File: config.mk
export PLATFORM = sky130hd
export DESIGN_NAME = icyc_ctrl
export DESIGN_NICKNAME = d
export VERILOG_FILES = /design/src/rtl/icyc_pkg.sv /design/src/rtl/icyc_seq.sv /design/src/rtl/icyc_regs.sv /design/src/rtl/icyc_alu.sv /design/src/rtl/icyc_ctrl.sv
export SDC_FILE = /design/constraint.sdc
export NUM_CORES = 1
export LEC_CHECK = 0
export ABC_AREA = 0
export CAP_MARGIN = 25
export CELL_PAD_IN_SITES_DETAIL_PLACEMENT = 1
export CELL_PAD_IN_SITES_GLOBAL_PLACEMENT = 2
export CORE_MARGIN = 1
export CORE_UTILIZATION = 34
export DETAILED_ROUTE_END_ITERATION = 6
export GPL_TIMING_DRIVEN = 0
export PLACE_DENSITY = 0.81
export SLEW_MARGIN = 10
export SYNTH_ARGS = -nofsm -noshare
export SYNTH_HDL_FRONTEND = slang
export SYNTH_SLANG_ARGS = --single-unit
File: constraint.sdc
create_clock -name clk -period 4.05 [get_ports clk]
set_clock_uncertainty 0.15 [all_clocks]
set_input_delay 0.81 -clock clk [delete_from_list [all_inputs] [get_ports clk]]
set_output_delay 0.81 -clock clk [all_outputs]
set_load 0.01 [all_outputs]
File: src/rtl/icyc_pkg.sv
// Shared types for the instruction cycle controller: opcodes, sequencer
// states, the status word layout and the control bundles the sequencer
// hands to the datapath pieces.
package icyc_pkg;

    typedef enum logic [3:0] {
        OP_NOP = 4'h0,
        OP_LDA = 4'h1,
        OP_STA = 4'h2,
        OP_ADD = 4'h3,
        OP_AND = 4'h4,
        OP_CMP = 4'h5,
        OP_JMP = 4'h6,
        OP_JZ  = 4'h7,
        OP_JN  = 4'h8,
        OP_EI  = 4'h9,
        OP_DI  = 4'hA,
        OP_USR = 4'hB
    } opcode_e;

    // F: fetch, I: indirect, E: execute, N: interrupt entry
    typedef enum logic [3:0] {
        S_F0, S_F1, S_F2, S_F3,
        S_I0, S_I1, S_I2, S_I3,
        S_E0, S_E1, S_E2, S_E3,
        S_N0, S_N1, S_N2, S_N3
    } state_e;

    // Packed MSB first: sup is bit 6, sign is bit 0.
    typedef struct packed {
        logic sup;
        logic ie;
        logic ovf;
        logic eq;
        logic carry;
        logic zero;
        logic sign;
    } status_t;

    // Register transfers carried out by the address/instruction registers.
    typedef struct packed {
        logic pc_to_mar;
        logic pc_inc;
        logic ea_to_mar;
        logic sp_to_mar;
        logic pc_to_ea;
        logic pc_to_handler;
        logic mem_to_mbr;
        logic ac_to_mbr;
        logic pc_to_mbr;
        logic mbr_to_ir;
        logic mbr_to_ea;
        logic sp_dec;
    } xfer_t;

    // Operations carried out by the accumulator and mode logic.
    typedef struct packed {
        logic alu_go;
        logic ie_set;
        logic ie_clr;
        logic sup_set;
        logic sup_clr;
    } exec_t;

endpackage

File: src/rtl/icyc_seq.sv
// Subcycle sequencer. One state per register transfer. It walks fetch,
// the optional indirect step, execute and the optional interrupt entry,
// and emits the transfer, operation and memory strobe controls.
// Assumes memory returns read data one cycle after the read strobe.
module icyc_seq
    import icyc_pkg::*;
(
    input  logic       clk,
    input  logic       rst_n,
    input  logic [3:0] ir_op,
    input  logic       mbr_ind,
    input  logic       flag_zero,
    input  logic       flag_sign,
    input  logic       ie,
    input  logic       irq,
    output state_e     state,
    output xfer_t      xfer,
    output exec_t      exe,
    output logic       mem_rd,
    output logic       mem_wr
);

    state_e nxt;
    logic   rd_op;
    logic   wr_op;
    logic   taken;
    logic   done;
    logic   ie_after;

    // Decode operand class and branch outcome from the current instruction.
    always_comb begin
        rd_op = (ir_op == OP_LDA) || (ir_op == OP_ADD) ||
                (ir_op == OP_AND) || (ir_op == OP_CMP);
        wr_op = (ir_op == OP_STA);
        taken = (ir_op == OP_JMP) ||
                ((ir_op == OP_JZ) && flag_zero) ||
                ((ir_op == OP_JN) && flag_sign);
    end

    // Next state and per-state control outputs.
    always_comb begin
        xfer   = '0;
        exe    = '0;
        mem_rd = 1'b0;
        mem_wr = 1'b0;
        done   = 1'b0;
        nxt    = state;
        unique case (state)
            S_F0: begin xfer.pc_to_mar = 1'b1; xfer.pc_inc = 1'b1; nxt = S_F1; end
            S_F1: begin mem_rd = 1'b1; nxt = S_F2; end
            S_F2: begin xfer.mem_to_mbr = 1'b1; nxt = S_F3; end
            S_F3: begin
                xfer.mbr_to_ir = 1'b1;
                nxt = mbr_ind ? S_I0 : S_E0;
            end
            S_I0: begin xfer.ea_to_mar = 1'b1; nxt = S_I1; end
            S_I1: begin mem_rd = 1'b1; nxt = S_I2; end
            S_I2: begin xfer.mem_to_mbr = 1'b1; nxt = S_I3; end
            S_I3: begin xfer.mbr_to_ea = 1'b1; nxt = S_E0; end
            S_E0: begin
                if (rd_op || wr_op) begin
                    xfer.ea_to_mar = 1'b1;
                    nxt = S_E1;
                end else begin
                    xfer.pc_to_ea = taken;
                    exe.ie_set    = (ir_op == OP_EI);
                    exe.ie_clr    = (ir_op == OP_DI);
                    exe.sup_clr   = (ir_op == OP_USR);
                    done          = 1'b1;
                end
            end
            S_E1: begin
                if (wr_op) xfer.ac_to_mbr = 1'b1;
                else       mem_rd = 1'b1;
                nxt = S_E2;
            end
            S_E2: begin
                if (wr_op) begin
                    mem_wr = 1'b1;
                    done   = 1'b1;
                end else begin
                    xfer.mem_to_mbr = 1'b1;
                    nxt = S_E3;
                end
            end
            S_E3: begin exe.alu_go = 1'b1; done = 1'b1; end
            S_N0: begin xfer.pc_to_mbr = 1'b1; nxt = S_N1; end
            S_N1: begin xfer.sp_to_mar = 1'b1; nxt = S_N2; end
            S_N2: begin mem_wr = 1'b1; xfer.sp_dec = 1'b1; nxt = S_N3; end
            S_N3: begin
                xfer.pc_to_handler = 1'b1;
                exe.ie_clr  = 1'b1;
                exe.sup_set = 1'b1;
                nxt = S_F0;
            end
            default: nxt = S_F0;
        endcase
        // Interrupt check uses the enable as the finishing instruction leaves it.
        ie_after = exe.ie_set | (ie & ~exe.ie_clr);
        if (done) nxt = (irq && ie_after) ? S_N0 : S_F0;
    end

    // State register; reset enters fetch.
    always_ff @(posedge clk) begin
        if (!rst_n) state <= S_F0;
        else        state <= nxt;
    end

    AST_STROBE_ONLY_IN_ACCESS: assert property (@(posedge clk) disable iff (!rst_n)
        mem_rd |=> (state == S_F2 || state == S_I2 || state == S_E2));

endmodule

File: src/rtl/icyc_regs.sv
// Address and instruction registers: PC, MAR, MBR, IR and the stack
// pointer. Applies the transfers the sequencer selects. Assumes at most
// one source per destination register is selected in any cycle.
module icyc_regs
    import icyc_pkg::*;
#(
    parameter int DW        = 16,
    parameter int AW        = 11,
    parameter int STACK_TOP = 'h7FF,
    parameter int HANDLER   = 'h040
) (
    input  logic          clk,
    input  logic          rst_n,
    input  xfer_t         xfer,
    input  logic [DW-1:0] mem_rdata,
    input  logic [DW-1:0] ac,
    output logic [AW-1:0] pc,
    output logic [AW-1:0] mar,
    output logic [DW-1:0] mbr,
    output logic [DW-1:0] ir
);

    localparam int PADW = DW - AW;

    logic [AW-1:0] sp;

    // Program counter: fetch increment, branch target or handler entry.
    always_ff @(posedge clk) begin
        if (!rst_n)                  pc <= '0;
        else if (xfer.pc_to_handler) pc <= AW'(HANDLER);
        else if (xfer.pc_to_ea)      pc <= ir[AW-1:0];
        else if (xfer.pc_inc)        pc <= pc + AW'(1);
    end

    // Memory address register: from PC, address field or stack pointer.
    always_ff @(posedge clk) begin
        if (!rst_n)              mar <= '0;
        else if (xfer.pc_to_mar) mar <= pc;
        else if (xfer.ea_to_mar) mar <= ir[AW-1:0];
        else if (xfer.sp_to_mar) mar <= sp;
    end

    // Memory buffer register: from memory, accumulator or PC.
    always_ff @(posedge clk) begin
        if (!rst_n)               mbr <= '0;
        else if (xfer.mem_to_mbr) mbr <= mem_rdata;
        else if (xfer.ac_to_mbr)  mbr <= ac;
        else if (xfer.pc_to_mbr)  mbr <= {{PADW{1'b0}}, pc};
    end

    // Instruction register: whole word at fetch, address field after indirect.
    always_ff @(posedge clk) begin
        if (!rst_n)              ir <= '0;
        else if (xfer.mbr_to_ir) ir <= mbr;
        else if (xfer.mbr_to_ea) ir[AW-1:0] <= mbr[AW-1:0];
    end

    // Stack pointer: steps down once per interrupt save.
    always_ff @(posedge clk) begin
        if (!rst_n)          sp <= AW'(STACK_TOP);
        else if (xfer.sp_dec) sp <= sp - AW'(1);
    end

    AST_SAVE_USES_SP: assert property (@(posedge clk) disable iff (!rst_n)
        xfer.sp_to_mar |=> (mar == $past(sp)));

endmodule

File: src/rtl/icyc_alu.sv
// Accumulator, result flags and mode bits. Executes load, add, and and
// compare on the operand in MBR, and applies enable/supervisor changes.
// Assumes the operand is already in MBR when alu_go is raised.
module icyc_alu
    import icyc_pkg::*;
#(
    parameter int DW = 16
) (
    input  logic          clk,
    input  logic          rst_n,
    input  exec_t         exe,
    input  logic [3:0]    op,
    input  logic [DW-1:0] mbr,
    output logic [DW-1:0] ac,
    output status_t       status
);

    logic [DW:0]   sum;
    logic [DW-1:0] conj;
    logic          f_sign, f_zero, f_carry, f_eq, f_ovf;
    logic          m_ie, m_sup;

    // Operand combinations.
    always_comb begin
        sum  = {1'b0, ac} + {1'b0, mbr};
        conj = ac & mbr;
    end

    // Accumulator update.
    always_ff @(posedge clk) begin
        if (!rst_n) ac <= '0;
        else if (exe.alu_go) begin
            case (op)
                OP_LDA:  ac <= mbr;
                OP_ADD:  ac <= sum[DW-1:0];
                OP_AND:  ac <= conj;
                default: ac <= ac;
            endcase
        end
    end

    // Result flags; each operation touches only its own flags.
    always_ff @(posedge clk) begin
        if (!rst_n) begin
            f_sign <= 1'b0; f_zero <= 1'b0; f_carry <= 1'b0;
            f_eq   <= 1'b0; f_ovf  <= 1'b0;
        end else if (exe.alu_go) begin
            case (op)
                OP_LDA: begin
                    f_sign <= mbr[DW-1];
                    f_zero <= (mbr == '0);
                end
                OP_ADD: begin
                    f_sign  <= sum[DW-1];
                    f_zero  <= (sum[DW-1:0] == '0);
                    f_carry <= sum[DW];
                    f_ovf   <= (ac[DW-1] == mbr[DW-1]) && (sum[DW-1] != ac[DW-1]);
                end
                OP_AND: begin
                    f_sign <= conj[DW-1];
                    f_zero <= (conj == '0);
                end
                OP_CMP:  f_eq <= (ac == mbr);
                default: f_eq <= f_eq;
            endcase
        end
    end

    // Mode bits: reset and interrupt entry go supervisor with interrupts off.
    always_ff @(posedge clk) begin
        if (!rst_n) begin
            m_ie  <= 1'b0;
            m_sup <= 1'b1;
        end else begin
            if (exe.ie_set)       m_ie <= 1'b1;
            else if (exe.ie_clr)  m_ie <= 1'b0;
            if (exe.sup_set)      m_sup <= 1'b1;
            else if (exe.sup_clr) m_sup <= 1'b0;
        end
    end

    // Assemble the status word.
    always_comb begin
        status.sup   = m_sup;
        status.ie    = m_ie;
        status.ovf   = f_ovf;
        status.eq    = f_eq;
        status.carry = f_carry;
        status.zero  = f_zero;
        status.sign  = f_sign;
    end

    AST_CMP_KEEPS_AC: assert property (@(posedge clk) disable iff (!rst_n)
        (exe.alu_go && op == OP_CMP) |=> $stable(ac));
    AST_LOAD_FLAGS: assert property (@(posedge clk) disable iff (!rst_n)
        (exe.alu_go && op == OP_LDA) |=> (status.zero == (ac == '0) && status.sign == ac[DW-1]));

endmodule

File: src/rtl/icyc_ctrl.sv
// Top of the instruction cycle controller. Joins the sequencer, the
// address/instruction registers and the accumulator. Memory address
// and write data come straight from MAR and MBR. Assumes a synchronous
// memory with one cycle of read latency and AW <= DW-5.
module icyc_ctrl
    import icyc_pkg::*;
#(
    parameter int DW        = 16,
    parameter int AW        = 11,
    parameter int STACK_TOP = 'h7FF,
    parameter int HANDLER   = 'h040
) (
    input  logic          clk,
    input  logic          rst_n,
    input  logic          irq,
    input  logic [DW-1:0] mem_rdata,
    output logic [AW-1:0] mem_addr,
    output logic          mem_re,
    output logic          mem_we,
    output logic [DW-1:0] mem_wdata,
    output logic [6:0]    status
);

    localparam int OP_HI   = DW - 1;
    localparam int OP_LO   = DW - 4;
    localparam int IND_BIT = DW - 5;

    state_e        state;
    xfer_t         xfer;
    exec_t         exe;
    logic [AW-1:0] pc;
    logic [AW-1:0] mar;
    logic [DW-1:0] mbr;
    logic [DW-1:0] ir;
    logic [DW-1:0] ac;
    status_t       st;
    logic          mem_rd;
    logic          mem_wr;

    icyc_seq u_seq (
        .clk       (clk),
        .rst_n     (rst_n),
        .ir_op     (ir[OP_HI:OP_LO]),
        .mbr_ind   (mbr[IND_BIT]),
        .flag_zero (st.zero),
        .flag_sign (st.sign),
        .ie        (st.ie),
        .irq       (irq),
        .state     (state),
        .xfer      (xfer),
        .exe       (exe),
        .mem_rd    (mem_rd),
        .mem_wr    (mem_wr)
    );

    icyc_regs #(
        .DW        (DW),
        .AW        (AW),
        .STACK_TOP (STACK_TOP),
        .HANDLER   (HANDLER)
    ) u_regs (
        .clk       (clk),
        .rst_n     (rst_n),
        .xfer      (xfer),
        .mem_rdata (mem_rdata),
        .ac        (ac),
        .pc        (pc),
        .mar       (mar),
        .mbr       (mbr),
        .ir        (ir)
    );

    icyc_alu #(
        .DW (DW)
    ) u_alu (
        .clk    (clk),
        .rst_n  (rst_n),
        .exe    (exe),
        .op     (ir[OP_HI:OP_LO]),
        .mbr    (mbr),
        .ac     (ac),
        .status (st)
    );

    // Memory side: address and data straight from MAR and MBR.
    always_comb begin
        mem_addr  = mar;
        mem_wdata = mbr;
        mem_re    = mem_rd;
        mem_we    = mem_wr;
        status    = st;
    end

    AST_RW_EXCLUSIVE: assert property (@(posedge clk) disable iff (!rst_n)
        !(mem_re && mem_we));
    AST_FETCH_STEP: assert property (@(posedge clk) disable iff (!rst_n)
        (state == S_F0) |=> (mem_addr == $past(pc) && pc == AW'($past(pc) + AW'(1))));
    AST_IND_GATED: assert property (@(posedge clk) disable iff (!rst_n)
        (state == S_I0) |-> ir[IND_BIT]);
    AST_INT_SAVES_PC: assert property (@(posedge clk) disable iff (!rst_n)
        (state == S_N2) |-> (mem_we && mem_wdata == DW'(pc)));
    AST_INT_GATED: assert property (@(posedge clk) disable iff (!rst_n)
        (state == S_N0) |-> (st.ie && $past(irq)));
    AST_INT_ENTRY_MODE: assert property (@(posedge clk) disable iff (!rst_n)
        (state == S_N3) |=> (!st.ie && st.sup && pc == AW'(HANDLER)));

endmodule

==> results.toml <==
[global_route]
grt_pass1_vias = 5500
grtUsageTotal = 0.2443
antenna_found_initial = 0
grt.overflow.total = 0
grt_max_degree = 16
grt_pass1_wl_mm = 30.53

[power_and_ir_drop]
ir_drop_v = 0.0001913
power.density_nw_per_um2 = 318.4
p_leak_nw = 2.293

[finish]
most-common-layout-cells = "nand2_1, dfxtp_1, a21oi_1, nor2_1, clkdlybuf4s50_1"
areaGrowthSynthToFinish_pct = 20.17
drive_gt1_frac = 0.04837
antennaDiodeCount = 0
fin_nets = 798
final_common_cell = "nand2_1"

[clock_tree]
postCtsSetupBuffers = 0
cts_buffer_depth = 2
cts_root_buffer = "clkbuf_16"
cts_made_buffers = 9
cts_hold_buffers = 0
cts-htree-levels = 3
cts_num_sinks = 90
cts_resized = 0
clock_latency_ns = 0.35
path_clk_slew_ns = 0.07
cts_tree = "done"

[setup_path]
worstSetupPathType = "reg2out"
rrSetupSlack_ns = 0.56
r2r_cells = 9
cp_max_fo = 9
cp_data_required_time_ns = 3.09
worstSetupStartpointType = "flip-flop"
reg2reg_from = "u_regs.mbr[2]$_SDFFE_PN0P_"
rr_endpoint = "u_alu.f_zero$_SDFFE_PN0P_"
arrival_ns = 2.61
cp-end-kind = "output pin"

[floorplanning]
pin_count = 55
die_h_um = 127.8
core_area_um2 = 15310
initial_utilization = 0.3516
dieArea_um2 = 16340
die_x_um = 127.8
fp-row-count = 45

[placement]
place_ws_ns = 0.5909
io_buffers = 53
place.gp.congestion = 0.9067
dp_hpwl_mm = 14.99

[route]
drc = 0
drt_iter0_markers = 417
drt_wl_total_mm = 19.28
vias = 5542
avgViaCountPerCell = 5.678
ant_nets = 0
routedWlPerCell_um = 19.76
first_pass_iters = 5

[synth]
yosys.area.top_type = "dfxtp_1"
avgSynthCellArea_um2 = 7.747
synthCells = 695
ys_seq_elements = 90
yosysWarnings = 0
synth.distinct_cells = 53
synth-edff-count = 0
ys_top_cells_by_area = "dfxtp_1, nand2_1, a21oi_1"
synth_seq_area_share = 0.3347
synth_top_area_share = 0.3347
syn_area_um2 = 5384
synth_fp_nets = 733
synth-main-ff-cell = "dfxtp_1"
async_flop_share = 0

[sta]
slew_viol_final = 0
timing.final.ws_setup_ns = 0.4776
hold_slack_ns = 0.3426
setup_viol = 0
finalHoldViolCount = 0
slew_headroom = 0.3441
post-route-period-util = 0.8821
fmax_mhz = 279.9
rsz0062_at_grt = "false"
layout_min_cycle_time_ns = 3.572
tightest_slew_ns = 0.9748
setup_tns_ns = 0

[hold_path]
holdPathEnd = "u_regs.ir[0]$_SDFFE_PN0P_"
hp-class = "reg2reg"
hold-path-cell-count = 2
min-delay-start = "u_regs.ir[0]$_SDFFE_PN0P_"

[run_status]
status = "finished, final reports clean"

[job]
maxCapViolations = 0
registers in the layout (all words and copies together), names as in the netlist:
signal / cells
u_regs.ir: 15
u_regs.mbr: 16
u_regs.sp: 11
u_seq.state: 4
u_regs.mar: 11
u_alu.f_ovf: 1
u_alu.m_ie: 1
u_alu.f_carry: 1
u_regs.pc: 11
u_alu.f_zero: 1
u_alu.m_sup: 1
u_alu.f_eq: 1
u_alu.f_sign: 1
u_alu.ac: 15
metrics by stage:
stage	std cells	instance area, um2	util	total power, mW
detailed placement	960	6190	0.4042	1.265
global placement	959	6178	0.4034	1.254
CTS	976	6470	0.4225	2.077
global route	976	6470	0.4225	2.142
floorplan	695	5384	-	1.131
finish	976	6470	0.4225	2.060
per-layer routing:
metal / vias to the layer above / track usage / wire length (um)
li1: 2645 / - / -
met1: 2735 / 0.3564 / 9706
met2: 148 / 0.3712 / 8493
met3: 14 / 0.03255 / 880
met4: 0 / 0.07474 / 202
met5: - / 0 / 0
area by class of cell:
class | count | area (um2)
fillers | 1897 | 8845
repair buffers | 54 | 535.5
clock buffers | 11 | 242.7
plain buffers | 51 | 235.2
clock inverters | 5 | 37.54
flip-flops and latches | 90 | 1802
well taps | 211 | 264.0
multi-input cells | 544 | 3316
inverters | 10 | 37.54
cells in the mapped netlist (all sizes together), types with 2 or more instances:
master,number
nand2,96
dfxtp,90
a21oi,62
nor2,62
o21ai,46
clkbuf,39
nor2b,37
a21boi,19
ha,19
nor4,17
a211oi,15
xnor2,15
a221oi,14
nand3,14
mux2i,13
buf,12
a311oi,11
and3,10
inv,10
xor2,10
a222oi,8
nor3,7
and2,6
nand2b,6
a21o,5
a22oi,4
nand4,4
or2,4
a31oi,3
and4,3
nand4b,3
nor3b,3
nor4b,3
o211ai,3
o31ai,3
or3,3
a211o,2
o211a,2
o21a,2
o311ai,2
or4,2
worst max-delay path, stage by stage, from the launching register on:
cell	delay [ns]
dfxtp_1	0.30
clkbuf_1	0.20
nor4b_1	0.66
o21ai_0	0.31
nor2_1	0.23
clkdlybuf4s50_1	0.57
kinds of logic after synthesis:
group / synth area share
flops: 0.3347
compound gates: 0.2484
mux: 0.02417
buf+inv: 0.05066
xor+xnor: 0.04067
fa+ha+maj: 0.04416
simple gates: 0.2573
where the power goes:
part           switching, mW  internal (mW)  total [mW]
Clock                  0.377          0.436       0.812
Combinational          0.178          0.127       0.304
Sequential            0.0313          0.912       0.944
worst max path at each step:
stage                                           from                   endpoint  slack, ns  cells after the start
after floorplan           u_regs.mbr[3]$_SDFFE_PN0P_  u_alu.f_zero$_SDFFE_PN0P_       1.02                      9
after global placement    u_regs.mbr[2]$_SDFFE_PN0P_  u_alu.f_zero$_SDFFE_PN0P_       0.60                      9
after detailed placement  u_regs.mbr[2]$_SDFFE_PN0P_  u_alu.f_zero$_SDFFE_PN0P_       0.59                      9
after CTS                 u_regs.ir[15]$_SDFFE_PN0P_                     mem_we       0.50                      5
after global routing      u_regs.mbr[2]$_SDFFE_PN0P_  u_alu.f_zero$_SDFFE_PN0P_       0.32                      9
final                     u_regs.ir[15]$_SDFFE_PN0P_                     mem_we       0.48                      5
(Power assumes the default switching activity.)
